### src/rtl/sem_pkg.sv
package sem_pkg;
  typedef enum logic [1:0] {
    OWN_NONE  = 2'd0,
    OWN_LEFT  = 2'd1,
    OWN_RIGHT = 2'd2
  } owner_e;
endpackage

### src/rtl/sem_port_ctrl.sv
module sem_port_ctrl #(
  parameter int ADDR_W    = 13,
  parameter int NUM_FLAGS = 8,
  parameter int IDX_W     = $clog2(NUM_FLAGS)
) (
  input  logic                 clk_i,
  input  logic                 rst_ni,
  input  logic                 sem_ni,
  input  logic                 ce_ni,
  input  logic                 oe_ni,
  input  logic                 we_ni,
  input  logic [ADDR_W-1:0]    addr_i,
  input  logic                 wd_i,
  output logic [NUM_FLAGS-1:0] wr_hit_o,
  output logic                 wr_bit_o,
  output logic [IDX_W-1:0]     idx_o,
  output logic                 rd_start_o,
  output logic                 rd_act_o
);
  logic sel, wr_en, rd_en, rd_q;
  logic addr_hi_unused;

  assign addr_hi_unused = ^addr_i[ADDR_W-1:IDX_W];
  assign idx_o    = addr_i[IDX_W-1:0];
  assign sel      = !sem_ni && ce_ni;
  assign wr_en    = sel && !we_ni;
  assign rd_en    = sel && we_ni && !oe_ni;
  assign wr_bit_o = wd_i;

  always_comb begin
    wr_hit_o = '0;
    if (wr_en) wr_hit_o[idx_o] = 1'b1;
  end

  always_ff @(posedge clk_i or negedge rst_ni) begin
    if (!rst_ni) rd_q <= 1'b0;
    else         rd_q <= rd_en;
  end

  assign rd_start_o = rd_en && !rd_q;
  assign rd_act_o   = rd_q;

  AST_START_ONLY_IDLE: assert property (@(posedge clk_i) disable iff (!rst_ni)
    rd_start_o |=> rd_act_o);
endmodule

### src/rtl/sem_flag_cell.sv
module sem_flag_cell
  import sem_pkg::*;
(
  input  logic clk_i,
  input  logic rst_ni,
  input  logic wr_l_i,
  input  logic bit_l_i,
  input  logic wr_r_i,
  input  logic bit_r_i,
  output logic own_l_o,
  output logic own_r_o
);
  logic   req_l_q, req_r_q, req_l_d, req_r_d;
  owner_e owner_q, owner_d;

  // request latches are active low: 0 means this side wants the token
  assign req_l_d = wr_l_i ? bit_l_i : req_l_q;
  assign req_r_d = wr_r_i ? bit_r_i : req_r_q;

  always_comb begin
    owner_d = owner_q;
    unique case (owner_q)
      OWN_NONE: begin
        if (!req_l_d)      owner_d = OWN_LEFT;   // left wins a tie
        else if (!req_r_d) owner_d = OWN_RIGHT;
      end
      OWN_LEFT: begin
        if (req_l_d) owner_d = req_r_d ? OWN_NONE : OWN_RIGHT;
      end
      OWN_RIGHT: begin
        if (req_r_d) owner_d = req_l_d ? OWN_NONE : OWN_LEFT;
      end
      default: owner_d = OWN_NONE;
    endcase
  end

  always_ff @(posedge clk_i or negedge rst_ni) begin
    if (!rst_ni) begin
      req_l_q <= 1'b1;
      req_r_q <= 1'b1;
      owner_q <= OWN_NONE;
    end else begin
      req_l_q <= req_l_d;
      req_r_q <= req_r_d;
      owner_q <= owner_d;
    end
  end

  assign own_l_o = (owner_q == OWN_LEFT);
  assign own_r_o = (owner_q == OWN_RIGHT);

  AST_FREE_IFF_NO_REQ: assert property (@(posedge clk_i) disable iff (!rst_ni)
    (owner_q == OWN_NONE) == (req_l_q && req_r_q));
  AST_OWNER_REQUESTED: assert property (@(posedge clk_i) disable iff (!rst_ni)
    ((owner_q == OWN_LEFT) |-> !req_l_q) and ((owner_q == OWN_RIGHT) |-> !req_r_q));
  AST_LEFT_NO_STEAL: assert property (@(posedge clk_i) disable iff (!rst_ni)
    (owner_q == OWN_LEFT && !(wr_l_i && bit_l_i)) |=> owner_q == OWN_LEFT);
  AST_RIGHT_NO_STEAL: assert property (@(posedge clk_i) disable iff (!rst_ni)
    (owner_q == OWN_RIGHT && !(wr_r_i && bit_r_i)) |=> owner_q == OWN_RIGHT);
  AST_HANDOVER_TO_RIGHT: assert property (@(posedge clk_i) disable iff (!rst_ni)
    (owner_q == OWN_LEFT && wr_l_i && bit_l_i && !wr_r_i && !req_r_q) |=> owner_q == OWN_RIGHT);
  AST_HANDOVER_TO_LEFT: assert property (@(posedge clk_i) disable iff (!rst_ni)
    (owner_q == OWN_RIGHT && wr_r_i && bit_r_i && !wr_l_i && !req_l_q) |=> owner_q == OWN_LEFT);
  AST_TIE_LEFT: assert property (@(posedge clk_i) disable iff (!rst_ni)
    (owner_q == OWN_NONE && wr_l_i && !bit_l_i && wr_r_i && !bit_r_i) |=> owner_q == OWN_LEFT && !req_r_q);
  AST_IDLE_STABLE: assert property (@(posedge clk_i) disable iff (!rst_ni)
    (!wr_l_i && !wr_r_i) |=> $stable(owner_q));
endmodule

### src/rtl/sem_read_hold.sv
module sem_read_hold #(
  parameter int DATA_W = 16
) (
  input  logic              clk_i,
  input  logic              rst_ni,
  input  logic              rd_start_i,
  input  logic              rd_act_i,
  input  logic              view_i,
  output logic [DATA_W-1:0] rdata_o
);
  logic hold_q;

  always_ff @(posedge clk_i or negedge rst_ni) begin
    if (!rst_ni)         hold_q <= 1'b1;
    else if (rd_start_i) hold_q <= view_i;
  end

  assign rdata_o = rd_act_i ? {DATA_W{hold_q}} : '0;

  AST_HELD_STABLE: assert property (@(posedge clk_i) disable iff (!rst_ni)
    (rd_act_i && $past(rd_act_i)) |-> $stable(rdata_o));
  AST_IDLE_ZERO: assert property (@(posedge clk_i) disable iff (!rst_ni)
    !rd_act_i |-> rdata_o == '0);
endmodule

### src/rtl/sem_token_unit.sv
module sem_token_unit #(
  parameter int ADDR_W    = 13,
  parameter int DATA_W    = 16,
  parameter int NUM_FLAGS = 8
) (
  input  logic              clk_i,
  input  logic              rst_ni,
  input  logic              l_sem_ni,
  input  logic              l_ce_ni,
  input  logic              l_oe_ni,
  input  logic              l_we_ni,
  input  logic [ADDR_W-1:0] l_addr_i,
  input  logic              l_wd_i,
  output logic [DATA_W-1:0] l_rdata_o,
  input  logic              r_sem_ni,
  input  logic              r_ce_ni,
  input  logic              r_oe_ni,
  input  logic              r_we_ni,
  input  logic [ADDR_W-1:0] r_addr_i,
  input  logic              r_wd_i,
  output logic [DATA_W-1:0] r_rdata_o
);
  localparam int IDX_W = $clog2(NUM_FLAGS);
  localparam int SIDES = 2;

  logic [SIDES-1:0]     sem_n, ce_n, oe_n, we_n, wd;
  logic [ADDR_W-1:0]    addr   [SIDES];
  logic [NUM_FLAGS-1:0] wr_hit [SIDES];
  logic [NUM_FLAGS-1:0] own    [SIDES];
  logic [IDX_W-1:0]     idx    [SIDES];
  logic [DATA_W-1:0]    rdata  [SIDES];
  logic [SIDES-1:0]     wr_bit, rd_start, rd_act;
  logic [NUM_FLAGS-1:0] own_l, own_r;

  assign sem_n   = {r_sem_ni, l_sem_ni};
  assign ce_n    = {r_ce_ni, l_ce_ni};
  assign oe_n    = {r_oe_ni, l_oe_ni};
  assign we_n    = {r_we_ni, l_we_ni};
  assign wd      = {r_wd_i, l_wd_i};
  assign addr[0] = l_addr_i;
  assign addr[1] = r_addr_i;
  assign own[0]  = own_l;
  assign own[1]  = own_r;

  for (genvar s = 0; s < SIDES; s++) begin : g_side
    sem_port_ctrl #(
      .ADDR_W(ADDR_W), .NUM_FLAGS(NUM_FLAGS), .IDX_W(IDX_W)
    ) u_ctrl (
      .clk_i(clk_i), .rst_ni(rst_ni),
      .sem_ni(sem_n[s]), .ce_ni(ce_n[s]), .oe_ni(oe_n[s]), .we_ni(we_n[s]),
      .addr_i(addr[s]), .wd_i(wd[s]),
      .wr_hit_o(wr_hit[s]), .wr_bit_o(wr_bit[s]), .idx_o(idx[s]),
      .rd_start_o(rd_start[s]), .rd_act_o(rd_act[s])
    );

    sem_read_hold #(.DATA_W(DATA_W)) u_hold (
      .clk_i(clk_i), .rst_ni(rst_ni),
      .rd_start_i(rd_start[s]), .rd_act_i(rd_act[s]),
      .view_i(~own[s][idx[s]]),
      .rdata_o(rdata[s])
    );
  end

  for (genvar f = 0; f < NUM_FLAGS; f++) begin : g_flag
    sem_flag_cell u_flag (
      .clk_i(clk_i), .rst_ni(rst_ni),
      .wr_l_i(wr_hit[0][f]), .bit_l_i(wr_bit[0]),
      .wr_r_i(wr_hit[1][f]), .bit_r_i(wr_bit[1]),
      .own_l_o(own_l[f]), .own_r_o(own_r[f])
    );
  end

  assign l_rdata_o = rdata[0];
  assign r_rdata_o = rdata[1];

  AST_ONE_OWNER: assert property (@(posedge clk_i) disable iff (!rst_ni)
    (own_l & own_r) == '0);
endmodule

### config.mk
export PLATFORM = sky130hd
export DESIGN_NAME = sem_token_unit
export DESIGN_NICKNAME = d
export VERILOG_FILES = /design/src/rtl/sem_pkg.sv /design/src/rtl/sem_port_ctrl.sv /design/src/rtl/sem_flag_cell.sv /design/src/rtl/sem_read_hold.sv /design/src/rtl/sem_token_unit.sv
export SDC_FILE = /design/constraint.sdc
export NUM_CORES = 1
export LEC_CHECK = 0
export BUFFER_PORTS_ARGS = -buffer_cell sky130_fd_sc_hd__buf_4
export CELL_PAD_IN_SITES_DETAIL_PLACEMENT = 1
export CELL_PAD_IN_SITES_GLOBAL_PLACEMENT = 1
export CORE_MARGIN = 2
export CORE_UTILIZATION = 39
export CTS_CLUSTER_SIZE = 40
export DETAILED_ROUTE_END_ITERATION = 10
export HOLD_SLACK_MARGIN = 0.08
export PLACE_DENSITY_LB_ADDON = 0.1
export SKIP_CTS_REPAIR_TIMING = 1
export SLEW_MARGIN = 20
export SYNTH_ARGS = -nofsm -noshare
export SYNTH_HDL_FRONTEND = slang
export SYNTH_HIERARCHICAL = 1
export SYNTH_SLANG_ARGS = --single-unit
### constraint.sdc
create_clock -name clk_i -period 1.85 [get_ports clk_i]
set_input_delay 0.37 -clock clk_i [delete_from_list [all_inputs] [get_ports clk_i]]
set_output_delay 0.37 -clock clk_i [all_outputs]
set_load 0.1 [all_outputs]
==> impl_metrics.sql <==
INSERT INTO impl_metrics (metric_group, metric, value, unit) VALUES
('outcome', 'run_status', 'completed', ''),
('synthesis', 'synth_seq_cells', '36', ''),
('timing', 'final-hold-violation-count', '0', ''),
('floorplan', 'design.core.area', '5570', 'um^2'),
('finish', 'fill_cells', '634', ''),
('floorplan', 'floorplan.initialDensity', '40.7', '%'),
('clock_network', 'worst_skew_pair.late_latency', '290', 'ps'),
('detailed_routing', 'first_iter_violations', '27', ''),
('finish', 'multiInputGateArea', '1030', 'um^2'),
('floorplan', 'core.rowCount', '27', ''),
('finish', 'fin_util', '46.4', '%'),
('global_routing', 'largest_net_degree_at_the_start_of_global_routing', '37', ''),
('placed_design', 'placed_cell_area', '2500', 'um^2'),
('synthesis', 'synthesis.nets', '242', ''),
('detailed_routing', 'drt-pass1-iter-count', '4', ''),
('finish', 'antennaDiodeCount', '0', ''),
('worst_setup_path', 'worstSetupPathType', 'reg2out', ''),
('timing', 'report.final.setup_viol', '0', ''),
('pwr', 'power_leakage', '1.21', 'nW'),
('floorplan', 'die-width', '80.2', 'um'),
('worst_setup_path', 'worstPathMaxFanout', '16', ''),
('synthesis', 'netlist_instances', '204', ''),
('floorplan', 'io_pins', '70', ''),
('detailed_routing', 'routed_wl', '4690', 'um'),
('timing', 'maxSlewViolCount', '0', ''),
('timing', 'finalClockSkew', '6.39', 'ps'),
('clock_network', 'path_clk_slew', '70', 'ps'),
('pwr', 'irDropWorstVdd', '0.000597', 'V'),
('global_routing', 'grt-ovfl-total', '0', ''),
('synthesis', 'syn_area', '2270', 'um^2'),
('finish', 'layout_commonest_cell', 'buf_4', ''),
('placed_design', 'gp_congestion', '0.771', ''),
('finish', 'most_frequent_cells_in_the_layout', '56 x buf_4, 26 x nor2b_1, 18 x dfrtp_1, 18 x dfstp_2, 16 x and2_1', ''),
('timing', 'highest_attainable_clock_frequency', '578', 'MHz'),
('placed_design', 'placement.io_buffers', '49', ''),
('finish', 'flow.area_growth_from_synthesis', '14.2', '%'),
('detailed_routing', 'via_count', '1505', ''),
('synthesis', 'synth.avg_cell_area', '11.1', 'um^2'),
('synthesis', 'yosysUniqueCellTypes', '23', ''),
('timing', 'layout_worst_path_cycle_share', '93.6', '%'),
('synthesis', 'synth_edf_count', '0', ''),
('min_path', 'timing.hold.worst_path_depth', '2', ''),
('clock_network', 'cts_tree', 'built', ''),
('timing', 'grt_setup_unrepaired', 'false', ''),
('synthesis', 'synth_seq_area_share', '40.8', '%'),
('worst_setup_path', 'crit_path_end_kind', 'output pin', ''),
('worst_setup_path', 'cp_cell_sequence', 'and2_4 -> buf_4', ''),
('clock_network', 'numCtsBuffers', '5', ''),
('worst_setup_path', 'timing.critical_path.slowest_cell_delay', '530', 'ps'),
('pwr', 'power_density', '1190', 'nW/um^2'),
('detailed_routing', 'viasPerCell', '4.97', ''),
('worst_setup_path', 'cp_data_arrival_time', '1360', 'ps'),
('worst_setup_path', 'cp_slowest_cell', 'dfstp_2', ''),
('timing', 'worst_pin_slew', '467', 'ps'),
('worst_setup_path', 'required', '1480', 'ps'),
('synthesis', 'dominantRegCellSynth', 'dfstp_2', ''),
('clock_network', 'ctsLongestPathBuffers', '2', ''),
('worst_setup_path', 'worstRegToRegCells', '4', ''),
('global_routing', 'grt_use_total', '15.9', '%'),
('global_routing', 'grt_pass1_wl', '7610', 'um'),
('detailed_routing', 'drtAntennaViolNets', '0', ''),
('synthesis', 'synth-async-reset-ratio', '100', '%'),
('timing', 'maxSlewHeadroom', '68.9', '%'),
('worst_setup_path', 'timing.critical_path.from_type', 'register', ''),
('global_routing', 'grt_antenna_before_repair', '0', ''),
('finish', 'finish.instance_area', '2590', 'um^2'),
('job', 'maxCapViolCount', '0', ''),
('clock_network', 'cts_max_level', '2', ''),
('floorplan', 'floorplan.die_area', '6440', 'um^2'),
('detailed_routing', 'remaining_drc_errors', '0', ''),
('detailed_routing', 'avgRoutedWirePerCell', '15.5', 'um'),
('clock_network', 'clock_sink_count', '36', ''),
('finish', 'nets', '268', ''),
('placed_design', 'detailedPlacementHpwl', '3640', 'um'),
('global_routing', 'first_global_vias', '1556', ''),
('finish', 'layout-drive-gt1-share', '46.8', '%'),
('min_path', 'holdCritPathClass', 'in2reg', ''),
('finish', 'sequential_cell_area', '923', 'um^2'),
('clock_network', 'clock_tree.root_cell', 'clkbuf_8', ''),
('floorplan', 'die_h', '80.2', 'um'),
('synthesis', 'yosys_warnings', '6', ''),
('timing', 'period_minus_slack', '1730', 'ps');
[kinds of logic (layout without fill, tap and decap cells)]
group                  count (synthesis)  count (layout)  synth area share (%)
and+or+nand+nor                       82              82                  22.3
AOI/OAI and AO/OA                     16              16                  8.84
muxes                                 24              24                  14.2
buffers and inverters                 46              73                  13.9
DFF                                   36              36                  40.8
[path summary, 6_finish.rpt]
| check | from | to | slack [ps] |
|---|---|---|---|
| worst max-delay path | g_side[1].u_hold/hold_q | r_rdata_o[2] | 120 |
| worst min-delay path | l_sem_ni | g_side[0].u_ctrl/rd_act_o | 390 |
| worst max register to register | g_flag[3].u_flag/owner_q[1] | g_side[1].u_hold/hold_q | 360 |
| worst min register to register | g_flag[0].u_flag/owner_q[1] | g_flag[0].u_flag/owner_q[0] | 550 |
| max in group asynchronous | rst_ni | g_side[0].u_hold/hold_q | 920 |
| min in group asynchronous | rst_ni | g_flag[3].u_flag/owner_q[0] | 560 |
[state kept, by name, summed over array words and instances, names as in the netlist]
signal                  cells
g_side.u_ctrl/rd_act_o      2
g_flag.u_flag/owner_q      16
g_flag.u_flag/req_r_q       8
g_side.u_hold/hold_q        2
g_flag.u_flag/req_l_q       8
[cells in the mapped netlist, types with 3 or more instances]
cell type / number / share of area [%]
and2_1: 18 / 5.0
inv_1: 8 / 1.3
dfrtp_1: 18 / 20
a2111oi_2: 8 / 5.3
nor3_2: 3 / 1.3
buf_4: 38 / 13
nor2b_1: 26 / 7.2
mux2_2: 8 / 4.0
dfstp_2: 18 / 21
mux2i_1: 10 / 4.4
nor2_1: 12 / 2.0
o211a_1: 8 / 3.5
nand2_1: 10 / 1.7
mux4_1: 3 / 3.5
[per-layer routing]
layer | vias to the layer above | wire length (um) | track usage (%)
met5 | - | 0 | 0
met4 | 0 | 67 | 6.10
met3 | 6 | 286 | 4.04
met2 | 47 | 2330 | 27.3
met1 | 735 | 2010 | 18.9
li1 | 717 | - | -
[power breakdown]
| group | total [mW] | internal [mW] | switching [mW] |
|---|---|---|---|
| registers | 1.38 | 1.12 | 0.260 |
| logic | 1.16 | 0.561 | 0.597 |
| clock network | 0.534 | 0.264 | 0.270 |
| total | 3.07 | 1.94 | 1.13 |
[final cells by class]
cell class | count | share of cell area, %
Timing Repair Buffer | 57 | 16.6
Multi-Input combinational cell | 122 | 39.9
Sequential cell | 36 | 35.7
Tap cell | 72 | 3.48
Clock inverter | 1 | 0.193
Inverter | 8 | 1.16
Clock buffer | 7 | 2.95
[critical path, delay by kind of cell, from the launching register on]
kind | cells | cell delay [ps]
flops | 1 | 530
simple gates | 1 | 220
buf+inv | 1 | 320
[stage by stage]
step           cells  TNS [ps]  power [mW]  hold WS [ps]  setup WS [ps]
3_3_place_gp     294     -73.6        2.49           350          -26.6
4_1_cts          302         0        3.12          36.8           87.5
5_1_grt          303         0        3.28           391           53.7
2_1_floorplan    204         0        2.29          74.4            183
6_report         303         0        3.07           394            119
3_5_place_dp     294      -246        2.56           363          -84.1
(Power assumes the default switching activity.)
